## src/rtl/rtc_cal_pkg.sv

```systemverilog
package rtc_cal_pkg;
  localparam logic [7:0] OFF_CTRL = 8'h00;
  localparam logic [7:0] OFF_DATE = 8'h10;
  localparam logic [7:0] OFF_TIME = 8'h14;
  localparam int BIT_TBUSY = 8;
  localparam int BIT_DBUSY = 7;

  typedef struct packed {
    logic [4:0] hr;
    logic [5:0] mn;
    logic [5:0] sc;
  } hms_t;

  typedef struct packed {
    logic       leap;
    logic [5:0] yr;
    logic [3:0] mo;
    logic [4:0] dy;
  } ymd_t;

  function automatic logic [31:0] pack_hms(hms_t t);
    return {11'd0, t.hr, 2'd0, t.mn, 2'd0, t.sc};
  endfunction

  function automatic hms_t unpack_hms(logic [31:0] w);
    hms_t t;
    t.hr = w[20:16];
    t.mn = w[13:8];
    t.sc = w[5:0];
    return t;
  endfunction

  function automatic logic [31:0] pack_ymd(ymd_t d);
    return {9'd0, d.leap, d.yr, 4'd0, d.mo, 3'd0, d.dy};
  endfunction

  function automatic ymd_t unpack_ymd(logic [31:0] w);
    ymd_t d;
    d.leap = w[22];
    d.yr   = w[21:16];
    d.mo   = w[11:8];
    d.dy   = w[4:0];
    return d;
  endfunction

  function automatic logic [4:0] month_len(logic [3:0] mo, logic leap);
    case (mo)
      4'd2:                     return leap ? 5'd29 : 5'd28;
      4'd4, 4'd6, 4'd9, 4'd11:  return 5'd30;
      default:                  return 5'd31;
    endcase
  endfunction

  // offset + 1970 divisible by 4 <=> offset mod 4 == 2
  function automatic logic leap_of(logic [5:0] yr);
    return yr[1:0] == 2'd2;
  endfunction
endpackage

```

## src/rtl/rtc_defer_load.sv

```systemverilog
module rtc_defer_load #(
  parameter int W = 32,
  parameter int N = 2
) (
  input  logic         clk_i,
  input  logic         rst_ni,
  input  logic         wr_i,
  input  logic [W-1:0] wdata_i,
  output logic         busy_o,
  output logic         apply_o,
  output logic [W-1:0] stage_o
);
  localparam int CW = $clog2(N + 1);

  logic [CW-1:0] cnt_q;
  logic [W-1:0]  stage_q;

  always_ff @(posedge clk_i or negedge rst_ni) begin
    if (!rst_ni) begin
      cnt_q   <= '0;
      stage_q <= '0;
    end else if (wr_i && cnt_q == '0) begin
      cnt_q   <= CW'(N);
      stage_q <= wdata_i;
    end else if (cnt_q != '0) begin
      cnt_q   <= cnt_q - CW'(1);
    end
  end

  assign busy_o  = cnt_q != '0;
  assign apply_o = cnt_q == CW'(1);
  assign stage_o = stage_q;
endmodule

```

## src/rtl/rtc_hms_cnt.sv

```systemverilog
module rtc_hms_cnt
  import rtc_cal_pkg::*;
(
  input  logic clk_i,
  input  logic rst_ni,
  input  logic tick_i,
  input  logic load_i,
  input  hms_t load_val_i,
  output hms_t hms_o,
  output logic day_carry_o
);
  hms_t q;
  logic sc_wrap, mn_wrap, hr_wrap;

  assign sc_wrap = q.sc >= 6'd59;
  assign mn_wrap = q.mn >= 6'd59;
  assign hr_wrap = q.hr >= 5'd23;

  always_ff @(posedge clk_i or negedge rst_ni) begin
    if (!rst_ni) begin
      q <= '0;
    end else if (load_i) begin
      q <= load_val_i;
    end else if (tick_i) begin
      if (!sc_wrap) begin
        q.sc <= q.sc + 6'd1;
      end else begin
        q.sc <= '0;
        if (!mn_wrap) begin
          q.mn <= q.mn + 6'd1;
        end else begin
          q.mn <= '0;
          q.hr <= hr_wrap ? 5'd0 : q.hr + 5'd1;
        end
      end
    end
  end

  assign hms_o       = q;
  assign day_carry_o = tick_i && !load_i && sc_wrap && mn_wrap && hr_wrap;
endmodule

```

## src/rtl/rtc_ymd_cnt.sv

```systemverilog
module rtc_ymd_cnt
  import rtc_cal_pkg::*;
(
  input  logic clk_i,
  input  logic rst_ni,
  input  logic inc_i,
  input  logic load_i,
  input  ymd_t load_val_i,
  output ymd_t ymd_o
);
  ymd_t q;
  logic end_of_month, end_of_year;
  logic [5:0] yr_next;

  assign end_of_month = q.dy >= month_len(q.mo, q.leap);
  assign end_of_year  = q.mo >= 4'd12;
  assign yr_next      = q.yr + 6'd1;

  always_ff @(posedge clk_i or negedge rst_ni) begin
    if (!rst_ni) begin
      q <= '{leap: 1'b0, yr: 6'd0, mo: 4'd1, dy: 5'd1};
    end else if (load_i) begin
      q <= load_val_i;
    end else if (inc_i) begin
      if (!end_of_month) begin
        q.dy <= q.dy + 5'd1;
      end else begin
        q.dy <= 5'd1;
        if (!end_of_year) begin
          q.mo <= q.mo + 4'd1;
        end else begin
          q.mo   <= 4'd1;
          q.yr   <= yr_next;
          q.leap <= leap_of(yr_next);
        end
      end
    end
  end

  assign ymd_o = q;
endmodule

```

## src/rtl/rtc_calendar_core.sv

```systemverilog
module rtc_calendar_core
  import rtc_cal_pkg::*;
#(
  parameter int LOAD_CYCLES = 2,
  parameter int ADDR_W      = 8
) (
  input  logic              clk_i,
  input  logic              rst_ni,
  input  logic              tick_i,
  input  logic              req_i,
  input  logic              we_i,
  input  logic [ADDR_W-1:0] addr_i,
  input  logic [31:0]       wdata_i,
  output logic [31:0]       rdata_o
);
  localparam logic [ADDR_W-1:0] A_CTRL = ADDR_W'(OFF_CTRL);
  localparam logic [ADDR_W-1:0] A_DATE = ADDR_W'(OFF_DATE);
  localparam logic [ADDR_W-1:0] A_TIME = ADDR_W'(OFF_TIME);

  logic        wr_t, wr_d;
  logic        t_busy, d_busy, t_apply, d_apply, day_carry;
  logic [31:0] t_stage, d_stage, time_word, date_word;
  hms_t        hms;
  ymd_t        ymd;

  assign wr_t = req_i && we_i && addr_i == A_TIME;
  assign wr_d = req_i && we_i && addr_i == A_DATE;

  rtc_defer_load #(.W(32), .N(LOAD_CYCLES)) u_tload (
    .clk_i, .rst_ni, .wr_i(wr_t), .wdata_i(pack_hms(unpack_hms(wdata_i))),
    .busy_o(t_busy), .apply_o(t_apply), .stage_o(t_stage)
  );

  rtc_defer_load #(.W(32), .N(LOAD_CYCLES)) u_dload (
    .clk_i, .rst_ni, .wr_i(wr_d), .wdata_i(pack_ymd(unpack_ymd(wdata_i))),
    .busy_o(d_busy), .apply_o(d_apply), .stage_o(d_stage)
  );

  rtc_hms_cnt u_hms (
    .clk_i, .rst_ni, .tick_i, .load_i(t_apply), .load_val_i(unpack_hms(t_stage)),
    .hms_o(hms), .day_carry_o(day_carry)
  );

  rtc_ymd_cnt u_ymd (
    .clk_i, .rst_ni, .inc_i(day_carry), .load_i(d_apply),
    .load_val_i(unpack_ymd(d_stage)), .ymd_o(ymd)
  );

  assign time_word = pack_hms(hms);
  assign date_word = pack_ymd(ymd);

  always_comb begin
    rdata_o = '0;
    case (addr_i)
      A_TIME: rdata_o = time_word;
      A_DATE: rdata_o = date_word;
      A_CTRL: begin
        rdata_o[BIT_TBUSY] = t_busy;
        rdata_o[BIT_DBUSY] = d_busy;
      end
      default: rdata_o = '0;
    endcase
  end
endmodule

```

## config.mk

```make
export PLATFORM = sky130hd
export DESIGN_NAME = rtc_calendar_core
export DESIGN_NICKNAME = d
export VERILOG_FILES = /design/src/rtl/rtc_cal_pkg.sv /design/src/rtl/rtc_defer_load.sv /design/src/rtl/rtc_hms_cnt.sv /design/src/rtl/rtc_ymd_cnt.sv /design/src/rtl/rtc_calendar_core.sv
export SDC_FILE = /design/constraint.sdc
export NUM_CORES = 1
export LEC_CHECK = 0
export BUFFER_PORTS_ARGS = -buffer_cell sky130_fd_sc_hd__buf_2
export CAP_MARGIN = 20
export CORE_ASPECT_RATIO = 0.5
export CORE_UTILIZATION = 30
export CTS_BUF_LIST = sky130_fd_sc_hd__clkbuf_8
export CTS_CLUSTER_DIAMETER = 60
export DETAILED_ROUTE_END_ITERATION = 16
export GPL_ROUTABILITY_DRIVEN = 0
export SETUP_SLACK_MARGIN = 0.05
export SLEW_MARGIN = 20
export SYNTH_ARGS = -nofsm -noshare
export SYNTH_HDL_FRONTEND = slang
export SYNTH_SLANG_ARGS = --single-unit
```

## constraint.sdc

```tcl
create_clock -name clk_i -period 7.45 [get_ports clk_i]
set_input_delay 1.49 -clock clk_i [delete_from_list [all_inputs] [get_ports clk_i]]
set_output_delay 1.49 -clock clk_i [all_outputs]
set_load 0.02 [all_outputs]
```

## Yosys cells after proc, flatten, opt, wreduce, memory -nomap -nowiden

Cells that the tools add are included.

- $add $sub $neg: 8
- Multipliers: 0
- Div/mod/pow operators: 0
- Order comparisons: 5
- Eq/ne operators: 10
- Shift operators: 0
- Muxes and demuxes: 22
- Bitwise gates (word level): 0
- Reduce and logical (&&, ||, !) cells: 28

Operators with widths:

| kind | count |
|---|---|
| $mux W17 | 2 |
| $mux W16 | 2 |
| $pmux W14 S2 | 1 |
| $mux W11 | 2 |
| $reduce_bool A2 Y1 | 10 |
| $add A6 B1 Y6 const B | 3 |
| $eq A8 B5 Y1 const B | 2 |
| $mux W5 | 3 |
| $ge A6 B6 Y1 const B | 2 |
| $mux W6 | 2 |
| $pmux W6 S2 | 1 |
| $add A5 B1 Y5 const B | 2 |
| $pmux W5 S2 | 1 |
| $logic_and A1 B1 Y1 | 9 |
| $eq A4 B3 Y1 const B | 2 |
| $eq A4 B4 Y1 const B | 2 |
| $logic_not A8 Y1 | 1 |
| $mux W2 | 4 |
| $mux W7 | 1 |
| $pmux W2 S3 | 1 |
| $reduce_and A3 Y1 | 2 |
| $ge A5 B5 Y1 | 1 |
| $ge A5 B5 Y1 const B | 1 |
| $add A4 B1 Y4 const B | 1 |
| 11 further kinds | 15 |

- Register bits: 70
- Latch bits: 0
- Bits in writable memories: 0
- Memory bits (read-only): 0
- Input bits: 45
- Output and inout port bits: 32
- Logic and storage cells: 84
- Memories: 0

## Logic depth before layout (Yosys ltp)

- Depth after elaboration: 8
- Mapped depth: 11
- Depth with buffers taken out: 11

## Modules after synthesis

A second synthesis with hierarchy kept.

- Cell total of the unflattened synthesis: 471
- Area total of the unflattened synthesis: 5515.3 sq um

By module, submodules not included:

| module | times used | cells an instance | area each (sq um) |
|---|---|---|---|
| rtc_defer_load | 2 | 78 | 1426.4 |
| rtc_ymd_cnt | 1 | 127 | 1139.8 |
| rtc_hms_cnt | 1 | 122 | 1087.3 |
| rtc_calendar_core | 1 | 66 | 435.4 |

## Least setup slack after synthesis

No wires, ideal clock.

- Path type: input to output
- From: input port addr_i[2]
- To: output port rdata_o[7]
- Arrival time: 2.460 ns
- Slack: 3.500 ns
- Stages: 2
- Cells stage by stage: buf_1 > nor4_1

- Longest elaborated chain between the ends: 2

Ends and longest elaborated chain:

| what | line | text |
|---|---|---|
| start, declared | rtc_calendar_core.sv:12 | `input logic [ADDR_W-1:0] addr_i,` |
| $eq A8 B5 Y1 / $logic_not A8 Y1 (equally long branches) | rtc_calendar_core.sv:54 | `case (addr_i)` |
| $pmux W2 S3 (*) | rtc_calendar_core.sv:54 |  |
| end, declared | rtc_calendar_core.sv:14 | `output logic [31:0] rdata_o` |

Every way passes the cells marked *; elsewhere a longest branch is shown, timed or not.

## Worst setup path in the final report

- From: input port addr_i[3]
- To: output port rdata_o[9]

- Longest elaborated chain between the ends: 2

Ends and longest elaborated chain:

| what | line |
|---|---|
| $eq A8 B5 Y1 | rtc_calendar_core.sv:54 |
| $pmux W14 S2 (*) | rtc_calendar_core.sv:54 |

Marks and branches as above.

==> flow_summary.json <==
{
  "status": "finished with violations",
  "failed_checks": "design-rule violations",
  "p_per_area_nw_per_um2": 250,
  "cts-root-buf": "clkbuf_8",
  "rows": 29,
  "grtUsageTotal_pct": 14.5,
  "portBuffers": 51,
  "fin_skew_ps": 9.13,
  "ys.flop_type": "dfrtp_1",
  "first_iter_violations": 152,
  "final_core_util_pct": 35.7,
  "p_switching_mw": 0.423,
  "p_seq_share_pct": 44.9,
  "tightestPinTransition_ps": 892,
  "post_cts_resized": 0,
  "fin_crit_sh_pct": 57.8,
  "worstSetupEndpointType": "output pin",
  "ff2ff_path_depth": 11,
  "synthTopCellsByCount": "dfrtp_1, mux2_2, nor2_1",
  "synth_edf_count": 0,
  "crit_path_max_fanout": 17,
  "fillers": 1333,
  "syn_avg_cell_area_sq_um": 10.2,
  "dieArea_sq_um": 14000,
  "fin_setup_tns_ps": 0,
  "clock_latency_ps": 360,
  "power.total_mw": 1.15,
  "grt_start_max_net_pins": 71,
  "relSlewSlack_pct": 40.5,
  "cp_top_family": "simple AND/OR/NAND/NOR gates",
  "cap_violations": 0,
  "ys_seq_area_share_pct": 43.4,
  "slew_viol_final": 0,
  "cp.depth": 5,
  "critical_path.max_stage_delay_ps": 540,
  "antenna_cells": 0,
  "crit_type": "primary input to output pin",
  "synthDistinctLibCells": 61,
  "required_ps": 5960,
  "period_minus_slack_ps": 4310,
  "hold_path_depth": 2,
  "syn_area_sq_um": 4040,
  "clk_pin_slew_ps": 70,
  "ir_drop_v": 0.0000872,
  "synth_most_common_cell": "dfrtp_1",
  "slowest_stage": "nand4_2",
  "p_leak_nw": 2.29,
  "startpoint_type": "primary input",
  "final_cell_area_sq_um": 4600,
  "grt_overflow": 0,
  "crit_chain": "buf_2 -> nor2_1 -> nand4_2 -> nor2_1 -> buf_2",
  "cts_htree_levels": 3,
  "dpl_cell_area_sq_um": 4420,
  "vias": 3101,
  "ant_nets": 0,
  "core_sq_um": 12900,
  "synth_cells": 395,
  "dpl.hpwl_microns": 6800,
  "p_clk_share_pct": 25.4,
  "antenna_found_initial": 0,
  "routedWlPerCell_microns": 15.4,
  "worst-path-buf-inv": 2,
  "die_h_microns": 84.0,
  "ys_warn_count": 0,
  "pin_count": 77,
  "fin_nets": 504,
  "swShare_pct": 36.7,
  "pwr-share-comb_pct": 29.8,
  "hold_buffers": 0,
  "yosysTopAreaCell": "dfrtp_1",
  "die_x_microns": 166,
  "area_growth_pct": 14.0,
  "max_freq_mhz": 232,
  "cts_max_path_buffers": 2,
  "rsz0062_at_grt": "no",
  "cts_made_buffers": 9,
  "routed_via_density": 5.02,
  "layout-drive-gt1-share_pct": 27.0,
  "drt-total-wl_microns": 9540,
  "grt_pass1_vias": 2987,
  "hold_viol_final": 0,
  "start_util_pct": 31.3,
  "cts.sinks": 70,
  "drtPass1Iterations": 10,
  "drc_errors": 6,
  "cts_setup_buffers": 0,
  "p_int_mw": 0.730,
  "min_path_type": "flop to flop",
  "ys_ff_latch": 70,
  "netlist_top_cells_area": "dfrtp_1, mux2_2, ha_1",
  "synth_top_area_share_pct": 42.1,
  "grt_pass1_wl_microns": 15700,
  "synthArstFlopShare_pct": 100,
  "tritoncts": "done",
  "critPathArrivalTime_ps": 2820,
  "setup_viol": 0
}
## power by group through the flow
| stage | Combinational [mW] | Sequential [mW] | Clock, mW |
|---|---|---|---|
| floorplan | 0.278 | 0.495 | 0 |
| global placement | 0.335 | 0.519 | 0 |
| detailed placement | 0.345 | 0.522 | 0 |
| CTS | 0.346 | 0.515 | 0.304 |
| global route | 0.393 | 0.526 | 0.321 |
| finish | 0.343 | 0.517 | 0.293 |
## kinds of logic (layout without fill, tap and decap cells)
family	count (synthesis)	in the layout	synth area share, %
other	1	12	0.0929
buffers and inverters	45	87	5.55
adders and majority gates	16	16	4.96
AOI/OAI and AO/OA	86	86	14.1
DFF	70	70	43.4
and+or+nand+nor	117	117	15.8
muxes	59	59	15.9
xor gates and xnor gates	1	1	0.217
## worst register-to-register path: cells and delay by family, from the launching register on
kind	cells	cell delay (ps)
DFF	1	600
buffers and inverters	1	90
and+or+nand+nor	2	700
adders and majority gates	2	360
AOI/OAI and AO/OA	6	1170
## metrics by stage
stage          worst slack (ps)  std cells  hold WS, ps
2_1_floorplan              3500        406          448
3_3_place_gp               3130        602          470
3_5_place_dp               3140        602          477
4_1_cts                    3130        618          493
5_1_grt                    2950        618          509
6_report                   3140        618          488
## cells in the final DEF (no fill, tap or decap), types with 2 or more instances in the layout
cell,n
buf_4,4
conb_1,12
dfrtp_1,68
mux2i_1,19
inv_1,18
o21a_1,2
ha_1,16
a211oi_1,2
clkinv_2,4
nor4_4,2
o31ai_1,8
o211ai_1,2
a31oi_1,7
a21oi_1,11
buf_2,51
and2_1,3
nor2_1,39
dfstp_2,2
nor2b_1,5
a22oi_1,4
nor4_2,2
o41ai_1,2
nand3_1,7
and3_1,11
nand2_1,27
mux2_2,39
o21ai_0,32
clkbuf_8,9
nor3_1,7
## flip-flops by register name, summed over array words and instances, names as in the netlist
name / count
u_tload.stage_o: 17
u_ymd.ymd_o: 16
u_tload.cnt_q: 2
u_hms.hms_o: 17
u_dload.stage_o: 16
u_dload.cnt_q: 2
## per-layer routing
layer  part of all wire (%)  global-route usage [%]  vias up  wire length, microns
met1                     49                    19.3     1536                  4650
met4                   0.98                    4.93        0                    93
met5                      0                       0        -                     0
met2                     45                    22.8       58                  4320
met3                    4.9                    3.79        9                   464
li1                       -                       -     1498                     -
## layout make-up
class                      instances  area (sq um)  share of cell area [%]
clock buffer                       9           124                    2.69
clock inverter                     7          57.6                    1.25
inverter                          16          60.1                    1.30
multi-input combinational        291          2110                    45.8
sequential                        70          1750                    38.1
tap                              170           213                    4.62
timing repair buffer              55           285                    6.20
## worst paths after layout
path | slack [ps] | to | startpoint
min in group asynchronous | 1320 | u_tload.stage_o[1] | rst_ni
max in group asynchronous | 5530 | u_ymd.ymd_o[9] | rst_ni
worst min register to register | 490 | u_ymd.ymd_o[2] | u_dload.stage_o[2]
worst max-delay path | 3140 | rdata_o[9] | addr_i[3]
worst min-delay path | 490 | u_ymd.ymd_o[2] | u_dload.stage_o[2]
worst max register to register | 4420 | u_ymd.ymd_o[7] | u_ymd.ymd_o[5]
Power figures use the tool's default switching activity.
